### config.mk
export PLATFORM = sky130hd
export DESIGN_NAME = rdq_read_train
export DESIGN_NICKNAME = d
export VERILOG_FILES = /design/src/rtl/rdq_train_pkg.sv /design/src/rtl/rdq_re_pulse.sv /design/src/rtl/rdq_pos_stepper.sv /design/src/rtl/rdq_train_fsm.sv /design/src/rtl/rdq_read_train.sv
export SDC_FILE = /design/constraint.sdc
export NUM_CORES = 1
export LEC_CHECK = 0
export BUFFER_PORTS_ARGS = -buffer_cell sky130_fd_sc_hd__buf_2
export CELL_PAD_IN_SITES_DETAIL_PLACEMENT = 0
export CELL_PAD_IN_SITES_GLOBAL_PLACEMENT = 1
export CORE_MARGIN = 1.5
export CORE_UTILIZATION = 41
export CTS_BUF_LIST = sky130_fd_sc_hd__clkbuf_4
export DETAILED_ROUTE_END_ITERATION = 8
export GPL_ROUTABILITY_DRIVEN = 0
export PLACE_DENSITY_LB_ADDON = 0.12
export SETUP_SLACK_MARGIN = 0.4
export SLEW_MARGIN = 20
export SYNTH_ARGS = -nofsm -noshare
export SYNTH_HDL_FRONTEND = slang
export SYNTH_HIERARCHICAL = 1
export SYNTH_SLANG_ARGS = --single-unit
### constraint.sdc
create_clock -name clk -period 5.1 [get_ports clk]
set_input_delay 1.02 -clock clk [delete_from_list [all_inputs] [get_ports clk]]
set_output_delay 1.02 -clock clk [all_outputs]
set_load 0.03 [all_outputs]
### src/rtl/rdq_train_pkg.sv
// Package: shared state encoding for the read-enable position trainer.
package rdq_train_pkg;
    // Trainer sequencing states
    typedef enum logic [1:0] {
        TS_IDLE   = 2'd0,
        TS_REQ    = 2'd1,
        TS_WAIT   = 2'd2,
        TS_SAMPLE = 2'd3
    } tr_state_e;
endpackage

### src/rtl/rdq_re_pulse.sv
// Module: rdq_re_pulse
// Produces the read-enable window: high for BURST_LEN/4 cycles starting the
// cycle after fire_i. Assumes fire_i never arrives while a window is running.
module rdq_re_pulse #(
    parameter int unsigned BURST_LEN = 8
) (
    input  logic clk,
    input  logic rst_n,
    input  logic fire_i,
    output logic re_o
);
    localparam int unsigned RE_CYCLES = BURST_LEN / 4;
    localparam int unsigned CW        = $clog2(RE_CYCLES + 1);
    localparam int unsigned RW        = $clog2(RE_CYCLES + 2);

    generate
        if (BURST_LEN < 8 || (BURST_LEN % 8) != 0) begin : g_bad_len
            $error("BURST_LEN must be a multiple of 8 and at least 8");
        end
    endgenerate

    logic [CW-1:0] left_q;

    // Remaining cycles of the current read-enable window
    always_ff @(posedge clk) begin
        if (!rst_n)          left_q <= '0;
        else if (fire_i)     left_q <= CW'(RE_CYCLES);
        else if (left_q != 0) left_q <= left_q - 1'b1;
    end

    assign re_o = (left_q != '0);

    // Independent run-length counter used only by the checks below
    logic [RW-1:0] run_q;
    always_ff @(posedge clk) begin
        if (!rst_n)    run_q <= '0;
        else if (re_o) run_q <= run_q + 1'b1;
        else           run_q <= '0;
    end

    p_re_width_r1: assert property (@(posedge clk) disable iff (!rst_n)
        $fell(re_o) |-> (run_q == RW'(RE_CYCLES)));

    p_fire_gap_r1: assert property (@(posedge clk) disable iff (!rst_n)
        fire_i |-> !re_o);
endmodule

### src/rtl/rdq_pos_stepper.sv
// Module: rdq_pos_stepper
// Holds the trial position as one counter whose low bits are the fine phase
// and high bits the clock select, so phase sweeps first. Assumes step_i is
// never raised on the last position.
module rdq_pos_stepper #(
    parameter int unsigned PHASE_W = 2,
    parameter int unsigned CSEL_W  = 3
) (
    input  logic               clk,
    input  logic               rst_n,
    input  logic               clear_i,
    input  logic               step_i,
    output logic [PHASE_W-1:0] phase_o,
    output logic [CSEL_W-1:0]  csel_o,
    output logic               last_o
);
    localparam int unsigned PW = PHASE_W + CSEL_W;

    logic [PW-1:0] pos_q;

    // Trial position: cleared at training start, advanced once per miss
    always_ff @(posedge clk) begin
        if (!rst_n)       pos_q <= '0;
        else if (clear_i) pos_q <= '0;
        else if (step_i)  pos_q <= pos_q + 1'b1;
    end

    assign phase_o = pos_q[PHASE_W-1:0];
    assign csel_o  = pos_q[PW-1:PHASE_W];
    assign last_o  = &pos_q;

    p_no_wrap_r6: assert property (@(posedge clk) disable iff (!rst_n)
        step_i |-> !last_o);
endmodule

### src/rtl/rdq_train_fsm.sv
// Module: rdq_train_fsm
// Sequences one training read at a time: request, wait for data-valid (with
// timeout), sample burst-detect one cycle later, then count a pass or a miss.
// Assumes rd_ack_i is only high while rd_req_o is high.
module rdq_train_fsm
    import rdq_train_pkg::*;
#(
    parameter int unsigned PASS_TARGET = 128,
    parameter int unsigned TIMEOUT     = 64
) (
    input  logic clk,
    input  logic rst_n,
    input  logic start_i,
    input  logic rd_ack_i,
    input  logic dvalid_i,
    input  logic bdet_i,
    input  logic last_i,
    output logic rd_req_o,
    output logic busy_o,
    output logic fire_o,
    output logic clear_o,
    output logic step_o,
    output logic lock_o,
    output logic fail_o
);
    localparam int unsigned PASS_W = $clog2(PASS_TARGET + 1);
    localparam int unsigned TO_W   = $clog2(TIMEOUT + 1);

    generate
        if (PASS_TARGET < 1 || TIMEOUT < 2) begin : g_bad_cfg
            $error("PASS_TARGET must be >= 1 and TIMEOUT >= 2");
        end
    endgenerate

    tr_state_e         st_q, st_d;
    logic [PASS_W-1:0] pass_q;
    logic [TO_W-1:0]   to_q;
    logic              to_exp, hit, miss, exhaust;

    // Event decode for the current state
    always_comb begin
        fire_o  = (st_q == TS_REQ) && rd_ack_i;
        clear_o = (st_q == TS_IDLE) && start_i;
        to_exp  = (st_q == TS_WAIT) && !dvalid_i && (to_q == TO_W'(TIMEOUT - 1));
        hit     = (st_q == TS_SAMPLE) && bdet_i;
        miss    = ((st_q == TS_SAMPLE) && !bdet_i) || to_exp;
        lock_o  = hit && (pass_q == PASS_W'(PASS_TARGET - 1));
        step_o  = miss && !last_i;
        exhaust = miss && last_i;
    end

    // Next-state selection
    always_comb begin
        st_d = st_q;
        unique case (st_q)
            TS_IDLE:   if (start_i) st_d = TS_REQ;
            TS_REQ:    if (rd_ack_i) st_d = TS_WAIT;
            TS_WAIT:   if (dvalid_i) st_d = TS_SAMPLE;
                       else if (to_exp) st_d = TS_REQ;
            TS_SAMPLE: st_d = TS_REQ;
            default:   st_d = TS_IDLE;
        endcase
        if (lock_o || exhaust) st_d = TS_IDLE;
    end

    // State register
    always_ff @(posedge clk) begin
        if (!rst_n) st_q <= TS_IDLE;
        else        st_q <= st_d;
    end

    // Consecutive-pass run at the current position
    always_ff @(posedge clk) begin
        if (!rst_n)                 pass_q <= '0;
        else if (clear_o || miss || lock_o) pass_q <= '0;
        else if (hit)               pass_q <= pass_q + 1'b1;
    end

    // Cycles spent waiting for data-valid in the current read
    always_ff @(posedge clk) begin
        if (!rst_n)               to_q <= '0;
        else if (st_q != TS_WAIT) to_q <= '0;
        else                      to_q <= to_q + 1'b1;
    end

    // Exhaustion flag: set when the last position misses, cleared on start
    always_ff @(posedge clk) begin
        if (!rst_n)       fail_o <= 1'b0;
        else if (clear_o) fail_o <= 1'b0;
        else if (exhaust) fail_o <= 1'b1;
    end

    assign rd_req_o = (st_q == TS_REQ);
    assign busy_o   = (st_q != TS_IDLE);

    p_sample_after_dv_r2: assert property (@(posedge clk) disable iff (!rst_n)
        (st_q == TS_SAMPLE) |-> $past(dvalid_i));

    p_ack_needs_req_r2: assert property (@(posedge clk) disable iff (!rst_n)
        rd_ack_i |-> rd_req_o);

    p_timeout_bound_r7: assert property (@(posedge clk) disable iff (!rst_n)
        (st_q == TS_WAIT) |-> (to_q < TO_W'(TIMEOUT)));
endmodule

### src/rtl/rdq_read_train.sv
// Module: rdq_read_train (top)
// Closed-loop trainer for one strobe group's read-enable position. Ties the
// sequencer, position stepper and pulse generator together and keeps the
// adopted position stable until a new one is confirmed.
module rdq_read_train #(
    parameter int unsigned BURST_LEN   = 8,
    parameter int unsigned PASS_TARGET = 128,
    parameter int unsigned TIMEOUT     = 64,
    parameter int unsigned PHASE_W     = 2,
    parameter int unsigned CSEL_W      = 3
) (
    input  logic               clk,
    input  logic               rst_n,
    input  logic               start_i,
    output logic               busy_o,
    output logic               rd_req_o,
    input  logic               rd_ack_i,
    output logic               rd_en_o,
    input  logic               dvalid_i,
    input  logic               bdet_i,
    output logic [PHASE_W-1:0] rd_phase_o,
    output logic [CSEL_W-1:0]  rd_csel_o,
    output logic               done_o,
    output logic               fail_o,
    output logic [PHASE_W-1:0] lock_phase_o,
    output logic [CSEL_W-1:0]  lock_csel_o
);
    localparam int unsigned PW = PHASE_W + CSEL_W;

    logic fire, clear, step, lock_evt, last;

    rdq_train_fsm #(
        .PASS_TARGET (PASS_TARGET),
        .TIMEOUT     (TIMEOUT)
    ) u_fsm (
        .clk      (clk),
        .rst_n    (rst_n),
        .start_i  (start_i),
        .rd_ack_i (rd_ack_i),
        .dvalid_i (dvalid_i),
        .bdet_i   (bdet_i),
        .last_i   (last),
        .rd_req_o (rd_req_o),
        .busy_o   (busy_o),
        .fire_o   (fire),
        .clear_o  (clear),
        .step_o   (step),
        .lock_o   (lock_evt),
        .fail_o   (fail_o)
    );

    rdq_pos_stepper #(
        .PHASE_W (PHASE_W),
        .CSEL_W  (CSEL_W)
    ) u_pos (
        .clk     (clk),
        .rst_n   (rst_n),
        .clear_i (clear),
        .step_i  (step),
        .phase_o (rd_phase_o),
        .csel_o  (rd_csel_o),
        .last_o  (last)
    );

    rdq_re_pulse #(
        .BURST_LEN (BURST_LEN)
    ) u_re (
        .clk    (clk),
        .rst_n  (rst_n),
        .fire_i (fire),
        .re_o   (rd_en_o)
    );

    // Adopted position: loaded only when a full pass run completes
    always_ff @(posedge clk) begin
        if (!rst_n) begin
            lock_phase_o <= '0;
            lock_csel_o  <= '0;
            done_o       <= 1'b0;
        end else if (lock_evt) begin
            lock_phase_o <= rd_phase_o;
            lock_csel_o  <= rd_csel_o;
            done_o       <= 1'b1;
        end
    end

    logic [PW-1:0] trial;
    assign trial = {rd_csel_o, rd_phase_o};

    p_lock_hold_r9: assert property (@(posedge clk) disable iff (!rst_n)
        busy_o |-> $stable({lock_csel_o, lock_phase_o, done_o}));

    p_order_r5: assert property (@(posedge clk) disable iff (!rst_n)
        (busy_o && $past(busy_o) && !$stable(trial)) |-> (trial == $past(trial) + 1'b1));

    p_start_state_r8: assert property (@(posedge clk) disable iff (!rst_n)
        $rose(busy_o) |-> (trial == '0 && !fail_o));

    p_exhaust_r6: assert property (@(posedge clk) disable iff (!rst_n)
        $rose(fail_o) |-> (!busy_o && &$past(trial)));

    p_lock_match_r3: assert property (@(posedge clk) disable iff (!rst_n)
        ($past(busy_o) && !busy_o && !fail_o) |-> ({lock_csel_o, lock_phase_o} == trial && done_o));
endmodule

# ---- Word-level counts from Yosys, hierarchy flattened
# Cells that the tools add are included.
dict set report word_totals {
  inputBits 6
  output_inout_bits 15
  regBits 31
}
dict set report op_classes {
  n_addsub 4
  mux 7
  bitwise 1
  n_eq_ne 9
  n_reduce_logical 27
}
# cell n
set ops {}
lappend ops {{$mux 2} 6}
lappend ops {{$reduce_or 2->1} 5}
lappend ops {{$logic_and 1x1->1} 9}
lappend ops {{$add 8x1->8 const B} 1}
lappend ops {{$eq 8x7->1 const B} 1}
lappend ops {{$pmux 2 s4} 1}
lappend ops {{$add 7x1->7 const B} 1}
lappend ops {{$eq 7x6->1 const B} 1}
lappend ops {{$reduce_bool 2->1} 3}
lappend ops {{$add 5x1->5 const B} 1}
lappend ops {{$reduce_and 5->1} 1}
lappend ops {{$eq 2x2->1 const B} 2}
lappend ops {{$logic_or 1x1->1} 4}
lappend ops {{$ne 2x2->1 const B} 2}
lappend ops {{$logic_not 1->1} 3}
lappend ops {{$ne 3x2->1 const B} 1}
lappend ops {{$reduce_and 3->1} 1}
lappend ops {{$eq 2x1->1 const B} 1}
lappend ops {{$logic_not 2->1} 1}
lappend ops {{$ne 2x1->1 const B} 1}
lappend ops {{$sub 2x1->2 const B} 1}
lappend ops {{$not 1->1} 1}

# ---- Logic depth before layout (Yosys ltp)
dict set report depth {
  depth_word 7
  depth_mapped 8
}

# ---- By module
# Netlist, hierarchy kept.
# module cells_each seq_area_each_um2 area_per_inst_um2 instances
set modules_own_cells {}
lappend modules_own_cells {rdq_train_fsm 99 360.3 875.8 1}
lappend modules_own_cells {rdq_pos_stepper 23 100.1 240.2 1}
lappend modules_own_cells {rdq_read_train 18 120.1 220.2 1}
lappend modules_own_cells {rdq_re_pulse 6 40.0 70.1 1}

# ---- Worst setup path before layout
# No wires, ideal clock.
dict set report synth_timing {
  path_kind {input-to-reg}
  startpoint {in dvalid_i}
  endpoint {reg u_pos.pos_q[3]}
  path_slack_ps 2762
  stages 6
  arrival_time_ps 2218
  path_buffers 1
  path_cell_list {or3b_1 o32a_1 nor2_1 buf_2 nand4_1 mux2i_1}
}
dict set report synth_via {
  elab_chain_cells 5
}
# item line
set synth_rtl {}
lappend synth_rtl {{from (decl)} rdq_read_train.sv:19} ;# input logic dvalid_i,
lappend synth_rtl {{$logic_not 1->1} rdq_train_fsm.sv:44} ;# to_exp = (st_q == TS_WAIT) && !dvalid_i && (to_q == TO_W'(TIMEOUT - 1));
lappend synth_rtl {{$logic_and 1x1->1 (2 in series)} rdq_train_fsm.sv:44}
lappend synth_rtl {{$logic_or 1x1->1} rdq_train_fsm.sv:46} ;# miss = ((st_q == TS_SAMPLE) && !bdet_i) || to_exp;
lappend synth_rtl {{$logic_and 1x1->1} rdq_train_fsm.sv:48} ;# step_o = miss && !last_i;
lappend synth_rtl {{named net step} rdq_read_train.sv:30} ;# logic fire, clear, step, lock_evt, last;
lappend synth_rtl {{to (signal assigned)} rdq_pos_stepper.sv:25} ;# else if (step_i) pos_q <= pos_q + 1'b1;
lappend synth_rtl {{to (decl)} rdq_pos_stepper.sv:19} ;# logic [PW-1:0] pos_q;
# The timed path passes the listed nets, and every way through them passes these cells.
# A chain may end at the register's enable or synchronous reset.

# ---- Final worst setup path
# Ends and elaborated chain as after synthesis.

==> results.md <==
| Quantity | Value | Unit |
|:---|:---|:---|
| Leakage | 0.000655 | µW |
| Number of buffers created by CTS | 5 | - |
| Number of antenna-violating nets in the routed design | 0 | - |
| Worst-path fanout max | 6 | - |
| Clock transition at the registers of the reported paths | 0.09 | ns |
| Number of unique standard cell types used by synthesis | 35 | - |
| Post-CTS setup repair buffer count | 0 | - |
| Dominant cell by count in the synthesized netlist | dfxtp_1 | - |
| DPL Wire Length | 1840 | µm |
| Placeable Area | 3310 | µm² |
| Die span in y | 61.6 | µm |
| Syn Inst Count | 146 | - |
| Count of synthesis-stage warnings from yosys | 6 | - |
| Pin count of the biggest net entering global routing | 16 | - |
| Number of rows in the core area | 21 | - |
| Clock tree from TritonCTS | built | - |
| Worst endpoint data arrival time | 2.60 | ns |
| Count of final max-slew check failures | 0 | - |
| Post-synthesis sequential element count | 31 | - |
| Number of H-tree levels | 2 | - |
| Fraction of layout cells with a size suffix above 1 | 0.192 | - |
| Vias in the first global route | 987 | - |
| Placed cells | 210 | - |
| RSZ-0062 raised after global routing | no | - |
| Initial Util | 0.425 | - |
| Max Freq | 0.419 | GHz |
| Area of the mapped netlist | 1410 | µm² |
| First-pass GRT wire length | 4260 | µm |
| Run status | finished clean | - |
| Overall fraction of global-route tracks in use | 0.155 | - |
| Worst EP required | 5.32 | ns |
| Count of antenna diodes in the layout | 0 | - |
| Sum of negative setup slack | 0 | ns |
| Layout overhead on the synthesized area | 15.5 | % |
| Total Nets Final | 185 | - |
| Type of the tightest min-delay check | reg -> reg | - |
| Library cell occupying the most area in the post-synthesis netlist | dfxtp_1 | - |
| Final cycle utilization of the critical path | 0.468 | - |
| Yosys top cell area share | 0.441 | - |
| DRC | 0 | - |
| Total vias in the final route | 1050 | - |
| Hold-fix buffers at CTS | 0 | - |
| Average instance area after synthesis | 9.63 | µm² |
| Number of synthesized flops with an enable pin | 0 | - |
| Sum of internal, switching and leakage power | 480 | µW |
| Layout Skew | 0.00870 | ns |
| Final hold vios | 0 | - |
| Start-to-end type of the worst setup path | in -> reg | - |
| Buffers on Ports | 20 | - |
| Part of the Yosys area used for sequential elements | 0.441 | - |
| Finish-stage setup viols | 0 | - |
| Drt first-iter violations | 32 | - |
| Clock latency at the later pin of the worst-skew pair | 0.32 | ns |
| Total Wirelength | 2560 | µm |
| Peak supply drop | 147 | µV |
| Min Tclk post-route | 2.39 | ns |
| Worst rel slew slack | 0.665 | - |
| Transition time of the tightest slew-check pin | 0.501 | ns |
| Pre-Repair DR Iteration Count | 4 | - |
| Synth area leaders | dfxtp_1 (44%), ha_1 (7.1%), mux2i_1 (5.7%), nor2_1 (5.1%), xnor2_1 (5.0%) | - |
| Top post-synthesis cells by count | dfxtp_1 (31), nor2_1 (19) | - |
| WL per Instance | 11.8 | µm |
| Remaining global-route overflow | 0 | - |
| Post-synthesis net count | 160 | - |
| Die outline area | 3790 | µm² |
| Number of top-level pins | 21 | - |
| CTS root buf | clkbuf_4 | - |
| Number of vias per cell | 4.82 | - |
| Share of flip-flops with an asynchronous set or reset | 0 | - |
| Antenna violations before repair | 0 | - |
| Total power density per cell area | 296 | nW/µm² |
| Final standard cell count with taps included and fillers excluded | 218 | - |
| Max-cap violations | 0 | - |
| Maximum buffer depth of the clock tree | 2 | - |
| Die extent in x | 61.6 | µm |
| Prevailing post-synth register cell | dfxtp_1 | - |
| PostCTS Resize Cnt | 0 | - |
| Endpoint type of the worst setup path | register | - |
| Total number of clock tree sinks | 31 | - |
| Type of element launching the critical path | input port | - |
[sequential cells by signal (all words and copies together) (netlist names)]
name / flops
u_re/left_q: 2
u_fsm/st_q: 2
u_fsm/pass_q: 8
done_o: 1
u_fsm/to_q: 7
lock_phase_o: 2
u_fsm/fail_o: 1
u_pos/pos_q: 5
lock_csel_o: 3
[cells by family after synthesis]
| family | share of synthesized area |
|---|---|
| AOI/OAI and AO/OA | 0.0916 |
| xor gates and xnor gates | 0.0747 |
| adders and majority gates | 0.0712 |
| buffers and inverters | 0.0329 |
| DFF | 0.441 |
| muxes | 0.0569 |
| and+or+nand+nor | 0.231 |
[cell usage in the layout, fill, tap and decap left out, types with 2 or more instances in the layout]
cell       n
a21oi_1    7
and2_1     3
and3_1     2
buf_2     20
clkbuf_4   5
dfxtp_1   31
ha_1       8
inv_1      8
mux2i_1    8
nand2_1    7
nand3_1    4
nand3b_1   2
nand4_1    4
nor2_1    19
nor2b_1    7
nor3_1     2
o21a_1     2
or3_1      2
or3b_1     2
xnor2_1    8
xor2_1     4
[layer usage]
metal,vias up,GRT usage,share of wire,wire (µm)
met5,-,0,0,0
met4,0,0.0638,0.0062,16
met3,2,0.0504,0.038,97
met2,17,0.236,0.46,1180
met1,482,0.202,0.50,1270
li1,549,-,-,-
[worst max-delay path: stages]
cell     delay, ns
buf_2         0.12
or3b_1        0.36
o32a_1        0.35
nor2_1        0.42
nand4_1       0.18
mux2i_1       0.15
[metrics by stage]
stage	utilization	hold slack, ns	instance area (µm²)	setup WS (ns)
finish	0.491	0.455	1620	2.71
global route	0.491	0.486	1620	2.62
CTS	0.491	0.457	1620	2.75
detailed placement	0.467	0.444	1550	2.39
global placement	0.467	0.426	1550	2.40
floorplan	-	0.413	1410	2.76
[final timing paths]
check | from | end | slack [ns] | cells after the start
min | u_fsm/to_q[0] | u_fsm/to_q[0] | 0.46 | 1
max reg2reg | u_fsm/st_q[0] | u_pos/pos_q[3] | 2.85 | 7
min reg2reg | u_fsm/to_q[0] | u_fsm/to_q[0] | 0.46 | 1
max | dvalid_i | u_pos/pos_q[3] | 2.71 | 6
[layout make-up]
| type | instances | area (µm²) |
|---|---|---|
| fillers | 336 | 1690 |
| multi-input cells | 105 | 739 |
| flip-flops and latches | 31 | 621 |
| repair buffers | 20 | 100 |
| well taps | 46 | 57.6 |
| clock inverters | 3 | 38.8 |
| clock buffers | 5 | 37.5 |
| inverters | 8 | 30.0 |
[report_power, final]
group	switching (µW)	internal (µW)	leakage [µW]
sequential	3.13	245	0.000250
combinational	30.0	18.0	0.000363
clock	82.9	101	0.0000426
Note: power is estimated with default switching activity, not from simulation.
